## config.mk

```make
export PLATFORM = sky130hd
export DESIGN_NAME = tagfwd_core
export DESIGN_NICKNAME = d
export VERILOG_FILES = /design/src/rtl/tagfwd_pkg.sv /design/src/rtl/tagfwd_station_bank.sv /design/src/rtl/tagfwd_exec_unit.sv /design/src/rtl/tagfwd_regfile.sv /design/src/rtl/tagfwd_core.sv
export SDC_FILE = /design/constraint.sdc
export NUM_CORES = 1
export LEC_CHECK = 0
export BUFFER_PORTS_ARGS = -buffer_cell sky130_fd_sc_hd__buf_4
export CELL_PAD_IN_SITES_DETAIL_PLACEMENT = 0
export CELL_PAD_IN_SITES_GLOBAL_PLACEMENT = 1
export CORE_MARGIN = 5
export CORE_UTILIZATION = 45
export CTS_CLUSTER_SIZE = 40
export DETAILED_ROUTE_END_ITERATION = 10
export PLACE_DENSITY_LB_ADDON = 0.3
export SLEW_MARGIN = 20
export SYNTH_ARGS = -nofsm -noshare
export SYNTH_HDL_FRONTEND = slang
export SYNTH_SLANG_ARGS = --single-unit
```

## constraint.sdc

```tcl
create_clock -name clk -period 11.6 [get_ports clk]
set_input_delay 1.74 -clock clk [delete_from_list [all_inputs] [get_ports clk]]
set_output_delay 1.74 -clock clk [all_outputs]
set_load 0.1 [all_outputs]
```

## src/rtl/tagfwd_pkg.sv

```systemverilog
package tagfwd_pkg;

   typedef enum logic [1:0] {
      OPC_ADD  = 2'd0,
      OPC_MUL  = 2'd1,
      OPC_LOAD = 2'd2,
      OPC_NONE = 2'd3
   } opc_e;

   typedef enum logic {
      UNIT_ADD = 1'b0,
      UNIT_MUL = 1'b1
   } unit_kind_e;

endpackage

```

## src/rtl/tagfwd_station_bank.sv

```systemverilog
module tagfwd_station_bank #(
   parameter int N    = 3,
   parameter int DW   = 16,
   parameter int TW   = 4,
   parameter int TAG0 = 10
) (
   input  logic          clk,
   input  logic          rst_n,
   input  logic          wr_en,
   input  logic          wr_a_rdy,
   input  logic [TW-1:0] wr_a_tag,
   input  logic [DW-1:0] wr_a_val,
   input  logic          wr_b_rdy,
   input  logic [TW-1:0] wr_b_tag,
   input  logic [DW-1:0] wr_b_val,
   input  logic          bus_valid,
   input  logic [TW-1:0] bus_tag,
   input  logic [DW-1:0] bus_data,
   input  logic          release_en,
   input  logic [TW-1:0] release_tag,
   output logic          free_any,
   output logic [TW-1:0] free_tag,
   output logic          rdy_any,
   output logic [TW-1:0] rdy_tag,
   output logic [DW-1:0] rdy_a,
   output logic [DW-1:0] rdy_b
);
   localparam int IW = (N > 1) ? $clog2(N) : 1;

   logic          busy_q  [N];
   logic          a_rdy_q [N];
   logic          b_rdy_q [N];
   logic [TW-1:0] a_tag_q [N];
   logic [TW-1:0] b_tag_q [N];
   logic [DW-1:0] a_val_q [N];
   logic [DW-1:0] b_val_q [N];
   logic [IW-1:0] free_idx;
   logic [IW-1:0] rdy_idx;

   // lowest-numbered free station receives the next instruction
   always_comb begin
      free_any = 1'b0;
      free_idx = '0;
      for (int k = N - 1; k >= 0; k--) begin
         if (!busy_q[k]) begin
            free_any = 1'b1;
            free_idx = IW'(k);
         end
      end
   end

   // lowest-numbered station with both operands present goes first
   always_comb begin
      rdy_any = 1'b0;
      rdy_idx = '0;
      for (int k = N - 1; k >= 0; k--) begin
         if (busy_q[k] && a_rdy_q[k] && b_rdy_q[k]) begin
            rdy_any = 1'b1;
            rdy_idx = IW'(k);
         end
      end
   end

   assign free_tag = TW'(TAG0) + TW'(free_idx);
   assign rdy_tag  = TW'(TAG0) + TW'(rdy_idx);
   assign rdy_a    = a_val_q[rdy_idx];
   assign rdy_b    = b_val_q[rdy_idx];

   for (genvar k = 0; k < N; k++) begin : g_st
      localparam logic [TW-1:0] MY_TAG = TW'(TAG0 + k);
      logic take_wr, take_rel, a_hit, b_hit;

      assign take_wr  = wr_en && (free_idx == IW'(k));
      assign take_rel = release_en && (release_tag == MY_TAG);
      assign a_hit    = bus_valid && busy_q[k] && !a_rdy_q[k] && (a_tag_q[k] == bus_tag);
      assign b_hit    = bus_valid && busy_q[k] && !b_rdy_q[k] && (b_tag_q[k] == bus_tag);

      always_ff @(posedge clk or negedge rst_n) begin
         if (!rst_n) begin
            busy_q[k]  <= 1'b0;
            a_rdy_q[k] <= 1'b0;
            b_rdy_q[k] <= 1'b0;
            a_tag_q[k] <= '0;
            b_tag_q[k] <= '0;
            a_val_q[k] <= '0;
            b_val_q[k] <= '0;
         end else begin
            if (take_rel) busy_q[k] <= 1'b0;
            if (a_hit) begin
               a_rdy_q[k] <= 1'b1;
               a_val_q[k] <= bus_data;
            end
            if (b_hit) begin
               b_rdy_q[k] <= 1'b1;
               b_val_q[k] <= bus_data;
            end
            if (take_wr) begin
               busy_q[k]  <= 1'b1;
               a_rdy_q[k] <= wr_a_rdy;
               a_tag_q[k] <= wr_a_tag;
               a_val_q[k] <= wr_a_val;
               b_rdy_q[k] <= wr_b_rdy;
               b_tag_q[k] <= wr_b_tag;
               b_val_q[k] <= wr_b_val;
            end
         end
      end
   end

endmodule

```

## src/rtl/tagfwd_exec_unit.sv

```systemverilog
module tagfwd_exec_unit
   import tagfwd_pkg::*;
#(
   parameter unit_kind_e KIND = UNIT_ADD,
   parameter int         DW   = 16,
   parameter int         TW   = 4,
   parameter int         LAT  = 2
) (
   input  logic          clk,
   input  logic          rst_n,
   input  logic          start,
   input  logic [DW-1:0] op_a,
   input  logic [DW-1:0] op_b,
   input  logic [TW-1:0] tag_in,
   input  logic          grant,
   output logic          busy,
   output logic          req,
   output logic [DW-1:0] res,
   output logic [TW-1:0] tag
);
   localparam int CW = (LAT > 1) ? $clog2(LAT) : 1;

   logic [CW-1:0] cnt_q;
   logic [DW-1:0] fn;

   if (KIND == UNIT_MUL) begin : g_mul
      assign fn = op_a * op_b;
   end else begin : g_add
      assign fn = op_a + op_b;
   end

   always_ff @(posedge clk or negedge rst_n) begin
      if (!rst_n) begin
         busy  <= 1'b0;
         cnt_q <= '0;
         res   <= '0;
         tag   <= '0;
      end else if (!busy) begin
         if (start) begin
            busy  <= 1'b1;
            cnt_q <= CW'(LAT - 1);
            res   <= fn;
            tag   <= tag_in;
         end
      end else if (cnt_q != '0) begin
         cnt_q <= cnt_q - 1'b1;
      end else if (grant) begin
         busy <= 1'b0;
      end
   end

   assign req = busy && (cnt_q == '0);

endmodule

```

## src/rtl/tagfwd_regfile.sv

```systemverilog
module tagfwd_regfile #(
   parameter int NREG = 4,
   parameter int DW   = 16,
   parameter int TW   = 4
) (
   input  logic                 clk,
   input  logic                 rst_n,
   input  logic                 bus_valid,
   input  logic [TW-1:0]        bus_tag,
   input  logic [DW-1:0]        bus_data,
   input  logic [$clog2(NREG)-1:0] wr_idx,
   input  logic                 tag_en,
   input  logic [TW-1:0]        tag_val,
   input  logic                 ld_en,
   input  logic [DW-1:0]        ld_val,
   output logic [NREG-1:0]      busy_o,
   output logic [NREG*TW-1:0]   tag_o,
   output logic [NREG*DW-1:0]   val_o
);
   localparam int RIW = $clog2(NREG);

   logic          busy_q [NREG];
   logic [TW-1:0] tag_q  [NREG];
   logic [DW-1:0] val_q  [NREG];

   for (genvar g = 0; g < NREG; g++) begin : g_reg
      logic sel;
      assign sel = (wr_idx == RIW'(g));

      always_ff @(posedge clk or negedge rst_n) begin
         if (!rst_n) begin
            busy_q[g] <= 1'b0;
            tag_q[g]  <= '0;
            val_q[g]  <= '0;
         end else begin
            if (bus_valid && busy_q[g] && (tag_q[g] == bus_tag)) begin
               val_q[g]  <= bus_data;
               busy_q[g] <= 1'b0;
               tag_q[g]  <= '0;
            end
            if (tag_en && sel) begin
               busy_q[g] <= 1'b1;
               tag_q[g]  <= tag_val;
            end
            if (ld_en && sel) begin
               val_q[g]  <= ld_val;
               busy_q[g] <= 1'b0;
               tag_q[g]  <= '0;
            end
         end
      end

      assign busy_o[g]         = busy_q[g];
      assign tag_o[g*TW +: TW] = tag_q[g];
      assign val_o[g*DW +: DW] = val_q[g];
   end

endmodule

```

## src/rtl/tagfwd_core.sv

```systemverilog
module tagfwd_core
   import tagfwd_pkg::*;
#(
   parameter int DW       = 16,
   parameter int TW       = 4,
   parameter int NREG     = 4,
   parameter int NBUF     = 6,
   parameter int NADD     = 3,
   parameter int NMUL     = 2,
   parameter int ADD_LAT  = 2,
   parameter int MUL_LAT  = 3,
   parameter int MUL_TAG0 = 8,
   parameter int ADD_TAG0 = 10,
   localparam int RIW     = $clog2(NREG),
   localparam int BIW     = $clog2(NBUF),
   localparam int SW      = (BIW > RIW) ? BIW : RIW
) (
   input  logic               clk,
   input  logic               rst_n,
   input  logic               buf_we,
   input  logic [BIW-1:0]     buf_widx,
   input  logic [DW-1:0]      buf_wdata,
   input  logic               issue_valid,
   input  logic [1:0]         issue_op,
   input  logic [RIW-1:0]     issue_dst,
   input  logic [RIW-1:0]     issue_rs,
   input  logic               issue_b_is_buf,
   input  logic [SW-1:0]      issue_b_idx,
   output logic               issue_ready,
   output logic               cdb_valid,
   output logic [TW-1:0]      cdb_tag,
   output logic [DW-1:0]      cdb_data,
   output logic [NREG-1:0]    reg_busy,
   output logic [NREG*TW-1:0] reg_tag,
   output logic [NREG*DW-1:0] reg_val
);
   // elaboration-time checks on the tag plan and latencies
   if (NBUF + 1 > MUL_TAG0) begin : g_bad_buf_tags
      $error("buffer tags overlap multiplier station tags");
   end
   if (MUL_TAG0 + NMUL > ADD_TAG0) begin : g_bad_mul_tags
      $error("multiplier station tags overlap adder station tags");
   end
   if (ADD_TAG0 + NADD > (1 << TW)) begin : g_bad_add_tags
      $error("adder station tags exceed the tag width");
   end
   if (ADD_LAT < 1 || MUL_LAT < 1) begin : g_bad_lat
      $error("unit latency must be at least one cycle");
   end
   if (NREG < 2 || NBUF < 2) begin : g_bad_sizes
      $error("register file and buffer set need at least two entries");
   end

   logic [DW-1:0] bufs_q [NBUF];
   logic [TW-1:0] rtag [NREG];
   logic [DW-1:0] rval [NREG];

   for (genvar g = 0; g < NREG; g++) begin : g_unpack
      assign rtag[g] = reg_tag[g*TW +: TW];
      assign rval[g] = reg_val[g*DW +: DW];
   end

   for (genvar g = 0; g < NBUF; g++) begin : g_buf
      always_ff @(posedge clk or negedge rst_n) begin
         if (!rst_n)                                 bufs_q[g] <= '0;
         else if (buf_we && buf_widx == BIW'(g))     bufs_q[g] <= buf_wdata;
      end
   end

   // bus signals
   logic          add_req, mul_req, add_busy, mul_busy;
   logic          grant_add, grant_mul;
   logic [DW-1:0] add_res, mul_res;
   logic [TW-1:0] add_tag_q, mul_tag_q;

   assign grant_add = add_req;
   assign grant_mul = mul_req && !add_req;
   assign cdb_valid = add_req || mul_req;
   assign cdb_tag   = add_req ? add_tag_q : mul_tag_q;
   assign cdb_data  = add_req ? add_res   : mul_res;

   // operand resolution with same-cycle bus bypass
   logic [DW-1:0] buf_rd;
   logic          a_rdy, b_rdy;
   logic [TW-1:0] a_tag, b_tag;
   logic [DW-1:0] a_val, b_val;
   logic [RIW-1:0] rb;

   assign rb = issue_b_idx[RIW-1:0];

   always_comb begin
      buf_rd = '0;
      if (int'(issue_b_idx) < NBUF) buf_rd = bufs_q[issue_b_idx];
   end

   always_comb begin
      a_rdy = 1'b1;
      a_tag = '0;
      a_val = rval[issue_rs];
      if (reg_busy[issue_rs]) begin
         if (cdb_valid && cdb_tag == rtag[issue_rs]) begin
            a_val = cdb_data;
         end else begin
            a_rdy = 1'b0;
            a_tag = rtag[issue_rs];
            a_val = '0;
         end
      end
   end

   always_comb begin
      b_rdy = 1'b1;
      b_tag = '0;
      if (issue_b_is_buf) begin
         b_val = buf_rd;
      end else begin
         b_val = rval[rb];
         if (reg_busy[rb]) begin
            if (cdb_valid && cdb_tag == rtag[rb]) begin
               b_val = cdb_data;
            end else begin
               b_rdy = 1'b0;
               b_tag = rtag[rb];
               b_val = '0;
            end
         end
      end
   end

   // issue control
   logic          add_free, mul_free, accept;
   logic          add_wr, mul_wr, ld_wr;
   logic [TW-1:0] add_free_tag, mul_free_tag;

   always_comb begin
      unique case (opc_e'(issue_op))
         OPC_ADD: issue_ready = add_free;
         OPC_MUL: issue_ready = mul_free;
         default: issue_ready = 1'b1;
      endcase
   end

   assign accept = issue_valid && issue_ready;
   assign add_wr = accept && (opc_e'(issue_op) == OPC_ADD);
   assign mul_wr = accept && (opc_e'(issue_op) == OPC_MUL);
   assign ld_wr  = accept && (opc_e'(issue_op) == OPC_LOAD);

   // station banks
   logic          add_rdy_any, mul_rdy_any;
   logic [TW-1:0] add_rdy_tag, mul_rdy_tag;
   logic [DW-1:0] add_ra, add_rb, mul_ra, mul_rb;

   tagfwd_station_bank #(.N(NADD), .DW(DW), .TW(TW), .TAG0(ADD_TAG0)) i_add_bank (
      .clk, .rst_n,
      .wr_en(add_wr),
      .wr_a_rdy(a_rdy), .wr_a_tag(a_tag), .wr_a_val(a_val),
      .wr_b_rdy(b_rdy), .wr_b_tag(b_tag), .wr_b_val(b_val),
      .bus_valid(cdb_valid), .bus_tag(cdb_tag), .bus_data(cdb_data),
      .release_en(grant_add), .release_tag(add_tag_q),
      .free_any(add_free), .free_tag(add_free_tag),
      .rdy_any(add_rdy_any), .rdy_tag(add_rdy_tag), .rdy_a(add_ra), .rdy_b(add_rb)
   );

   tagfwd_station_bank #(.N(NMUL), .DW(DW), .TW(TW), .TAG0(MUL_TAG0)) i_mul_bank (
      .clk, .rst_n,
      .wr_en(mul_wr),
      .wr_a_rdy(a_rdy), .wr_a_tag(a_tag), .wr_a_val(a_val),
      .wr_b_rdy(b_rdy), .wr_b_tag(b_tag), .wr_b_val(b_val),
      .bus_valid(cdb_valid), .bus_tag(cdb_tag), .bus_data(cdb_data),
      .release_en(grant_mul), .release_tag(mul_tag_q),
      .free_any(mul_free), .free_tag(mul_free_tag),
      .rdy_any(mul_rdy_any), .rdy_tag(mul_rdy_tag), .rdy_a(mul_ra), .rdy_b(mul_rb)
   );

   // execution units
   tagfwd_exec_unit #(.KIND(UNIT_ADD), .DW(DW), .TW(TW), .LAT(ADD_LAT)) i_add_unit (
      .clk, .rst_n,
      .start(!add_busy && add_rdy_any),
      .op_a(add_ra), .op_b(add_rb), .tag_in(add_rdy_tag),
      .grant(grant_add),
      .busy(add_busy), .req(add_req), .res(add_res), .tag(add_tag_q)
   );

   tagfwd_exec_unit #(.KIND(UNIT_MUL), .DW(DW), .TW(TW), .LAT(MUL_LAT)) i_mul_unit (
      .clk, .rst_n,
      .start(!mul_busy && mul_rdy_any),
      .op_a(mul_ra), .op_b(mul_rb), .tag_in(mul_rdy_tag),
      .grant(grant_mul),
      .busy(mul_busy), .req(mul_req), .res(mul_res), .tag(mul_tag_q)
   );

   // architectural registers
   tagfwd_regfile #(.NREG(NREG), .DW(DW), .TW(TW)) i_regs (
      .clk, .rst_n,
      .bus_valid(cdb_valid), .bus_tag(cdb_tag), .bus_data(cdb_data),
      .wr_idx(issue_dst),
      .tag_en(add_wr || mul_wr),
      .tag_val(add_wr ? add_free_tag : mul_free_tag),
      .ld_en(ld_wr), .ld_val(buf_rd),
      .busy_o(reg_busy), .tag_o(reg_tag), .val_o(reg_val)
   );

endmodule

```

Yosys cells after proc, flatten, opt, wreduce, memory -nomap -nowiden
Cells that the tools add are included.
Widths: inputs -> output; s select.
{"block": "totals", "output_inout_bits": 106, "register_bits": 440, "word_cells": 412}
{"block": "classes", "order_cmp": 8, "n_mux": 165, "reduce_logical": 127, "n_mul": 1, "bitwise": 9, "n_addsub": 7, "eq_ne": 34}
{"cell": "$mux 16", "count": 51}
{"cell": "$bmux 16 s2", "count": 4}
{"cell": "$mux 4", "count": 23}
{"cell": "$logic_and 1x1->1", "count": 78}
{"cell": "$mux 1", "count": 72}
{"cell": "$eq 4x4->1", "count": 16}
{"cell": "$bmux 16 s3", "count": 1}
{"cell": "$reduce_bool 2->1", "count": 22}
{"cell": "$eq 4x4->1 const B", "count": 5}
{"cell": "$mux 2", "count": 9}
{"cell": "$add 16x16->16", "count": 1}
{"cell": "$bmux 4 s2", "count": 2}
{"cell": "$mul 16x16->16", "count": 1}
{"cell": "$logic_not 1->1", "count": 13}
{"cell": "$reduce_bool 3->1", "count": 4}
{"cell": "$ge 3x3->1 const B", "count": 3}
{"cell": "$not 2->3", "count": 3}
{"cell": "$add 4x1->4 const A", "count": 2}
{"cell": "$add 4x2->4 const A", "count": 2}
{"cell": "$eq 2x2->1 const B", "count": 4}
{"cell": "$logic_not 2->1", "count": 4}
{"cell": "$eq 2x1->1 const B", "count": 3}
{"cell": "$eq 3x2->1 const B", "count": 2}
{"cell": "$eq 3x3->1 const B", "count": 2}
{"cell": "16 further kinds", "count": 24}

Depth between registers and ports, before layout
Gate-level depths: netlist of the first run.
{"block": "depth", "depth_word": 10, "ltp_mapped": 26, "mapped_depth_nobuf": 24}

By module
Synthesis of the first run repeated with hierarchy kept, for this count alone.
{"block": "hier_totals", "cells_unflattened": 2770, "hier_area_um2": 29439.5}
{"mod": "tagfwd_station_bank (i_add_bank)", "seq_area_each_um2": 3228.1, "instances": 1, "area_per_inst_um2": 7135.6, "cells_per_inst": 669}
{"mod": "tagfwd_core", "seq_area_each_um2": 2402.3, "instances": 1, "area_per_inst_um2": 6771.5, "cells_per_inst": 514}
{"mod": "tagfwd_station_bank (i_mul_bank)", "seq_area_each_um2": 2152.1, "instances": 1, "area_per_inst_um2": 4818.4, "cells_per_inst": 423}
{"mod": "tagfwd_exec_unit (i_mul_unit)", "seq_area_each_um2": 575.6, "instances": 1, "area_per_inst_um2": 4805.9, "cells_per_inst": 536}
{"mod": "tagfwd_regfile", "seq_area_each_um2": 2102.0, "instances": 1, "area_per_inst_um2": 4413.0, "cells_per_inst": 477}
{"mod": "tagfwd_exec_unit (i_add_unit)", "seq_area_each_um2": 550.5, "instances": 1, "area_per_inst_um2": 1495.2, "cells_per_inst": 151}

Least setup slack after synthesis of the first run
Ideal clock, no wire load.
{"block": "synth_path", "path_kind": "register to register", "start": "register i_mul_bank.busy_q[0] (netlist name)", "end": "register i_mul_unit.res[15]", "stages_incl_launch_ff": 25, "setup_time_ps": 83, "setup_slack_ps": 5249, "arrival_ps": 6268, "n_path_buf": 3, "path_cell_list": "dfrtp_1 -> nand3_1 -> nand2b_1 -> clkbuf_1 -> clkbuf_1 -> buf_2 -> mux2i_1 -> nor2_1 -> fa_1 -> inv_1 -> fa_1 -> inv_1 -> ha_1 -> fa_1 -> fa_1 -> inv_1 -> fa_1 -> inv_1 -> ha_1 -> o21a_1 -> o2bb2ai_1 -> nor3_1 -> nor3_1 -> xnor3_1 -> o21ai_0"}
{"block": "synth_via", "elab_chain_len": 9}
{"element": "start, declared", "line_no": "tagfwd_station_bank.sv:30", "text": "logic busy_q [N];"}
{"element": "start signal, assigned by index", "line_no": "tagfwd_station_bank.sv:80", "text": "busy_q[k] <= 1'b0;"}
{"element": "start signal, assigned by index", "line_no": "tagfwd_station_bank.sv:88", "text": "if (take_rel) busy_q[k] <= 1'b0;"}
{"element": "start signal, assigned by index", "line_no": "tagfwd_station_bank.sv:98", "text": "busy_q[k] <= 1'b1;"}
{"element": "$logic_and 1x1->1 (*) (2 in a row)", "line_no": "tagfwd_station_bank.sv:57", "text": "if (busy_q[k] && a_rdy_q[k] && b_rdy_q[k]) begin"}
{"element": "$mux 1 (*)", "line_no": "tagfwd_station_bank.sv:57"}
{"element": "$mux 1", "line_no": "tagfwd_station_bank.sv:57"}
{"element": "$not 1->2 (implied by the code)", "line_no": "tagfwd_station_bank.sv:66, tagfwd_station_bank.sv:67"}
{"element": "$mux 16 (on tied branches) (3 in a row)", "line_no": "tagfwd_station_bank.sv:66, tagfwd_station_bank.sv:67"}
{"element": "$mul 16x16->16", "line_no": "tagfwd_exec_unit.sv:27", "text": "assign fn = op_a * op_b;"}
{"element": "end signal, assigned", "line_no": "tagfwd_exec_unit.sv:42", "text": "res <= fn;"}
{"element": "end, declared", "line_no": "tagfwd_exec_unit.sv:18", "text": "output logic [DW-1:0] res,"}
Every way passes the cells marked *; elsewhere a longest branch is shown, timed or not. The select of a mux whose other input is x is not followed.
A chain may end at the register's enable or synchronous reset.

Worst setup path after layout of the first run
{"block": "layout_path", "start": "register i_mul_bank.busy_q[1] (netlist name)", "end": "register i_mul_unit.res[15]"}
{"block": "layout_via", "elab_chain_len": 8}
{"element": "$logic_and 1x1->1 (*) (2 in a row)", "line_no": "tagfwd_station_bank.sv:57"}
{"element": "$mux 1", "line_no": "tagfwd_station_bank.sv:57"}
{"element": "$not 1->2 (implied by the code)", "line_no": "tagfwd_station_bank.sv:66, tagfwd_station_bank.sv:67"}
{"element": "$mux 16 (on tied branches) (3 in a row)", "line_no": "tagfwd_station_bank.sv:66, tagfwd_station_bank.sv:67"}
{"element": "$mul 16x16->16", "line_no": "tagfwd_exec_unit.sv:27"}
Marked as above.

==> flow_summary.toml, run 1 <==
[route]
routed_via_density = 5.756
ant_nets = 0
wire_per_inst_um = 21.91
routed_wl_um = 82200
drc = 0
vias = 21600
drt_iter0_markers = 1713
first_pass_iters = 5

[logic_synthesis]
avgSynthCellArea_um2 = 9.414
synthesis.nets = 3055
syn_inst = 2876
yosys.area.top_type = "dfrtp_1"
ys_seq_area_share_pct = 40.11
synth_area_leaders = "dfrtp_1 40%, nand2_1 7.5%, o21ai_0 6.3%"
synth-warning-count = 0
async_flop_share_pct = 100.0
ys.flop_type = "dfrtp_1"
yosysUniqueCellTypes = 65
synth_edf_count = 0
synth_seq_cells = 434
synth_area_um2 = 27080
synth_top_area_share_pct = 40.11

[critical_path]
cp-end-kind = "flip-flop"
critical_path.startpoint_type = "flip-flop"
path_cells = "nand3_1, nand2b_2, buf_4, mux2i_1, nor2_1, fa_1, inv_1, fa_1, inv_1, fa_1, fa_1, fa_1, inv_1, fa_1, inv_1, ha_1, o21ai_0, nor3_1, nor3_1, xnor3_1, o21ai_0"
crit_family = "adder cells"
crit_start = "i_mul_bank.busy_q[1]"
crit_cells = 21
cp_max_fo = 47
reg2reg_from = "i_mul_bank.busy_q[1]"
crit_top_cell = "fa_1"
cp.buffers_inverters = 5
arrival_ns = 7.54
worst_ep_required_time_ns = 12.10
r2r_cells = 21
critical_path_class = "flip-flop to flip-flop"
critPathMaxStageDelay_ns = 0.96
slowest_stage = "mux2i_1"

[clock_tree]
cts_buffers = 50
clk_latency_ns = 0.59
post_cts_resized = 0
cts_setup_buffers = 0
cts_root_buf = "clkbuf_16"
cts_hold_buf = 0
clkSinkCount = 434
tritoncts = "yes"
clock_path_buffers = 3
clk_pin_slew_ns = 0.07
h-tree-depth = 2

[die]
fp-row-count = 90
ios = 139
initial_core_util_pct = 45.11
core_um2 = 60020
die_height_um = 255.3
die_area_um2 = 65180
fp.dieW_um = 255.3

[hold_path]
min_from = "i_add_unit.res[9]"
holdPathStages = 2
hold_path.class = "flip-flop to flip-flop"

[cells_and_area]
layout_commonest_cell = "nand2_1"
nets = 3115
final_cell_mix = "538 x nand2_1, 434 x dfrtp_1, 342 x o21ai_0, 196 x buf_4, 159 x inv_1"
layout-drive-gt1-share_pct = 17.45
areaGrowthSynthToFinish_pct = 13.28

[placed_design]
gp_congestion = 0.8944
hpwl_um = 59430
portBuffers = 138

[global_routing]
grt_max_degree = 169
antenna_found_initial = 1
grt-ovfl-total = 0
first_global_vias = 21510
gr-usage-all-layers_pct = 25.29
grt_pass1_wl_um = 129600

[sta]
finalSetupViolCount = 0
period_needed_ns = 7.046
rsz0062_at_grt = "no"
whs_ns = 0.4842
final-hold-violation-count = 0
worstMarginPinSlew_ns = 1.133
fin_tns_setup_ns = 0
max_freq_ghz = 0.1419
skew_ns = 0.01706
slew_viol_final = 0
fin_crit_sh_pct = 60.74
max_slew_margin_pct = 23.85

[run_status]
status = "finished, final reports clean"

[run]
maxCapViolations = 0
-- sequential cells by signal (all words and copies together), names as in the netlist, 15 cells and up --
register and count:
bufs_q 96, i_regs.val_o 64, i_add_bank.a_val_q 48, i_add_bank.b_val_q 48
i_mul_bank.a_val_q 32, i_mul_bank.b_val_q 32, i_add_unit.res 16, i_mul_unit.res 16
i_regs.tag_o 15
-- layer usage --
metal,up-vias,GRT usage [%],share of wire [%]
met3,112,4.004,6.1
li1,9950,-,-
met1,10880,36.81,45
met2,657,39.93,46
met4,0,6.501,2.7
met5,-,0,0
-- worst register-to-register path, cell delays in order (launching register included) --
cell and delay, ns:
dfrtp_1 0.48, nand3_1 0.20, nand2b_2 0.11, buf_4 0.53, mux2i_1 1.01, nor2_1 0.15
fa_1 0.58, inv_1 0.06, fa_1 0.48, inv_1 0.05, fa_1 0.48, fa_1 0.50
fa_1 0.50, inv_1 0.05, fa_1 0.47, inv_1 0.04, ha_1 0.30, o21ai_0 0.23
nor3_1 0.08, nor3_1 0.26, xnor3_1 0.26, o21ai_0 0.14
-- logic make-up (layout without fill, tap and decap cells) --
group	count (synthesis)	after routing	synth area share, %
mux	278	278	13.38
flops	434	434	40.11
compound gates	679	679	14.30
simple gates	863	863	13.90
fa+ha+maj	146	146	8.993
xor+xnor	123	123	4.030
other cells	0	1	0
buf+inv	353	446	5.286
-- final cells by class --
| cell class | instances | area, um2 |
|---|---|---|
| Sequential cell | 434 | 10860 |
| Fill cell | 5421 | 29350 |
| Tap cell | 782 | 978.4 |
| Antenna cell | 1 | 2.502 |
| Clock buffer | 70 | 1406 |
| Multi-Input combinational cell | 2089 | 15060 |
| Inverter | 159 | 596.8 |
| Clock inverter | 15 | 201.4 |
| Timing Repair Buffer | 202 | 1563 |
-- per-stage QoR --
step	util (%)	worst slack [ns]	cells	instance area, um2
6_report	51.10	4.554	3752	30670
5_1_grt	51.10	4.081	3751	30670
4_1_cts	50.98	4.518	3747	30600
3_5_place_dp	48.30	4.525	3662	28990
3_3_place_gp	48.29	4.798	3662	28980
2_1_floorplan	-	5.249	2876	27080
-- path summary, 6_finish.rpt --
check | to | slack, ns
min | i_add_unit.res[9] | 0.48
max in group asynchronous | i_regs.val_o[20] | 8.16
max | i_mul_unit.res[15] | 4.55
max reg2reg | i_mul_unit.res[15] | 4.55
min reg2reg | i_add_unit.res[9] | 0.48
min in group asynchronous | i_mul_unit.cnt_q[1] | 1.19
-- cells in the mapped netlist, drive strengths merged (61+ instances only) --
master / number
o211ai: 96
inv: 159
nand2: 540
fa: 81
mux2i: 106
mux2: 118
a21oi: 84
dfrtp: 434
ha: 65
buf: 61
o21ai: 417
xnor2: 95
clkbuf: 133
nor2: 154
Power of run 1 is not shown: default switching activity piles up to over one toggle a cycle in this logic, so the estimate is an artifact.
==> inputs of run 2 (changes only) <==
--- a/config.mk
+++ b/config.mk
@@ -9,7 +9,7 @@
 export CELL_PAD_IN_SITES_DETAIL_PLACEMENT = 0
 export CELL_PAD_IN_SITES_GLOBAL_PLACEMENT = 1
 export CORE_MARGIN = 5
-export CORE_UTILIZATION = 45
+export CORE_UTILIZATION = 44
 export CTS_CLUSTER_SIZE = 40
 export DETAILED_ROUTE_END_ITERATION = 10
 export PLACE_DENSITY_LB_ADDON = 0.3
==> constraint.sdc (replaced) <==
create_clock -name clk -period 6 [get_ports clk]
set_input_delay 0.9 -clock clk [delete_from_list [all_inputs] [get_ports clk]]
set_output_delay 0.9 -clock clk [all_outputs]
set_load 0.1 [all_outputs]
==> run 2 against run 1 <==
- hold slack worse by 0.15 ns
- fmax up 19%
- flip-flop and latch count unchanged
- count of clock-buffer cells in the layout down 1
- critical path depth up 2
- first-iteration DRC count down 3.1%
- cell area up 2.8%
- core utilization up 0.29 points
- global-route usage down 0.43 points
- sequential share of layout area down 0.97 points
- cell count up 1.6%
- via count up 1.1%
==> flow_summary.toml, run 2 (synthesized netlist as in run 1, its figures left out) <==
[run_status]
status = "finished, final reports clean"

[placed_design]
gp_congestion = 0.8638
portBuffers = 138
hpwl_um = 59750

[cells_and_area]
nets = 3166
fin_util_pct = 51.39
layout-drive-gt1-share_pct = 20.43
areaGrowthSynthToFinish_pct = 16.49
regArea_um2 = 10860
final_cell_mix = "537 x nand2_1, 434 x dfrtp_1, 338 x o21ai_0, 230 x buf_4, 154 x inv_1"
top_register = "bufs_q"
layout_commonest_cell = "nand2_1"
nFillCells = 5523
multi_input_area_um2 = 15350
largest_register_ffs = 96

[die]
fp-row-count = 91
die_area_um2 = 66600
ios = 139
die_height_um = 258.1
initial_core_util_pct = 44.12
core_um2 = 61370
fp.dieW_um = 258.1

[global_routing]
gr-usage-met3_pct = 3.735
use_met1_pct = 36.00
first_global_vias = 21670
gr-usage-met2_pct = 39.54
grt-busiest-layer = "met2"
antenna_found_initial = 0
grt-ovfl-total = 0
grt_pass1_wl_um = 131100
grt_max_degree = 157
gr-usage-all-layers_pct = 24.86

[sta]
finalSetupViolCount = 0
rsz0062_at_grt = "yes"
max_slew_margin_pct = 20.85
worstMarginPinSlew_ns = 1.177
fin_tns_setup_ns = 0
final-hold-violation-count = 0
skew_ns = 0.02953
fin_crit_sh_pct = 98.41
period_needed_ns = 5.905
max_freq_ghz = 0.1694
slew_viol_final = 0

[critical_path]
critical_path_class = "flip-flop to flip-flop"
worst_ep_required_time_ns = 6.50
cp-end-kind = "flip-flop"
cp_max_fo = 17
critical_path.startpoint_type = "flip-flop"
arrival_ns = 6.41

[route]
drt_iter0_markers = 1660
ant_nets = 0
vias = 21840
routed_wl_um = 84040
first_pass_iters = 7
wire_per_inst_um = 22.05
routed_via_density = 5.729
drc = 0

[clock_tree]
clkSinkCount = 434
clock_path_buffers = 3
cts_buffers = 48
clk_pin_slew_ns = 0.06
tritoncts = "yes"
cts_root_buf = "clkbuf_16"
clk_latency_ns = 0.61
h-tree-depth = 2
cts_hold_buf = 0

[hold_path]
hold_path.class = "primary input to asynchronous set/reset pin"

[run]
maxCapViolations = 0
[run 2: cell types whose count changed in the layout (fill, tap and decap cells not counted), moves of 6 or more]
cell     previous run  this run
mux2_4              0         6
mux2i_1            91        80
buf_4             196       230
mux2i_2            14        20
buf_6               1        10
ha_1               65        59
mux2_2            118       112
[run 2: worst paths after layout]
check,depth (start not counted),endpoint,startpoint,slack [ns]
setup / recovery,23,i_mul_unit.res[15],i_mul_bank.b_rdy_q[0],0.1
hold / removal,1,i_mul_unit.cnt_q[0],rst_n,0.34
setup reg to reg,23,i_mul_unit.res[15],i_mul_bank.b_rdy_q[0],0.1
hold reg to reg,2,i_add_unit.res[11],i_add_unit.res[11],0.48
max in group asynchronous,2,i_regs.val_o[40],rst_n,4.21
min in group clk,2,i_add_unit.res[11],i_add_unit.res[11],0.48
[run 2: worst max-delay path: stages (launching register included)]
cell      delay (ns)
dfrtp_1         0.37
nand3_2         0.09
nand2b_4        0.22
buf_4           0.18
buf_16          0.16
mux2i_1         0.12
buf_4           0.16
buf_4           0.14
or2_2           0.29
fa_1            0.36
inv_1           0.09
fa_1            0.41
inv_1           0.09
fa_1            0.41
fa_1            0.51
fa_1            0.43
fa_1            0.50
inv_1           0.07
ha_1            0.32
o21ai_2         0.10
nor3_2          0.07
nor3_2          0.24
xnor3_1         0.35
o21ai_1         0.12
[run 2: stage by stage]
step / setup slack, ns / hold slack (ns) / instance area, um2 / instances
floorplan: 0.01274 / 0.4386 / 27100 / 2876
global placement: 0.04259 / 0.4711 / 29320 / 3703
detailed placement: -0.04659 / 0.4749 / 29330 / 3703
CTS: -0.002210 / 0.3442 / 31070 / 3792
global route: -0.1014 / 0.3826 / 31540 / 3810
finish: 0.09542 / 0.3392 / 31540 / 3811
[run 2: cell type report]
type | instances | share of cell area, %
repair buffers | 255 | 6.784
clock inverters | 14 | 0.6585
inverters | 159 | 1.900
clock buffers | 69 | 4.407
flip-flops and latches | 434 | 34.43
well taps | 790 | 3.134
diodes | 1 | 0.007934
multi-input cells | 2089 | 48.68
[run 2: repair_timing]
item                       CTS  global route
setup buffers                3            13
setup endpoints to repair    3             4
gates cloned                 3             2
pin swaps                    2            29
resized for setup            8            67
[run 2: routing by layer]
layer | wire length, um | vias to the layer above
li1 | - | 10050
met1 | 37470 | 10980
met2 | 39210 | 676
met3 | 5163 | 134
met4 | 2191 | 0
met5 | 0 | -
Power of run 2 is left out for the same reason.
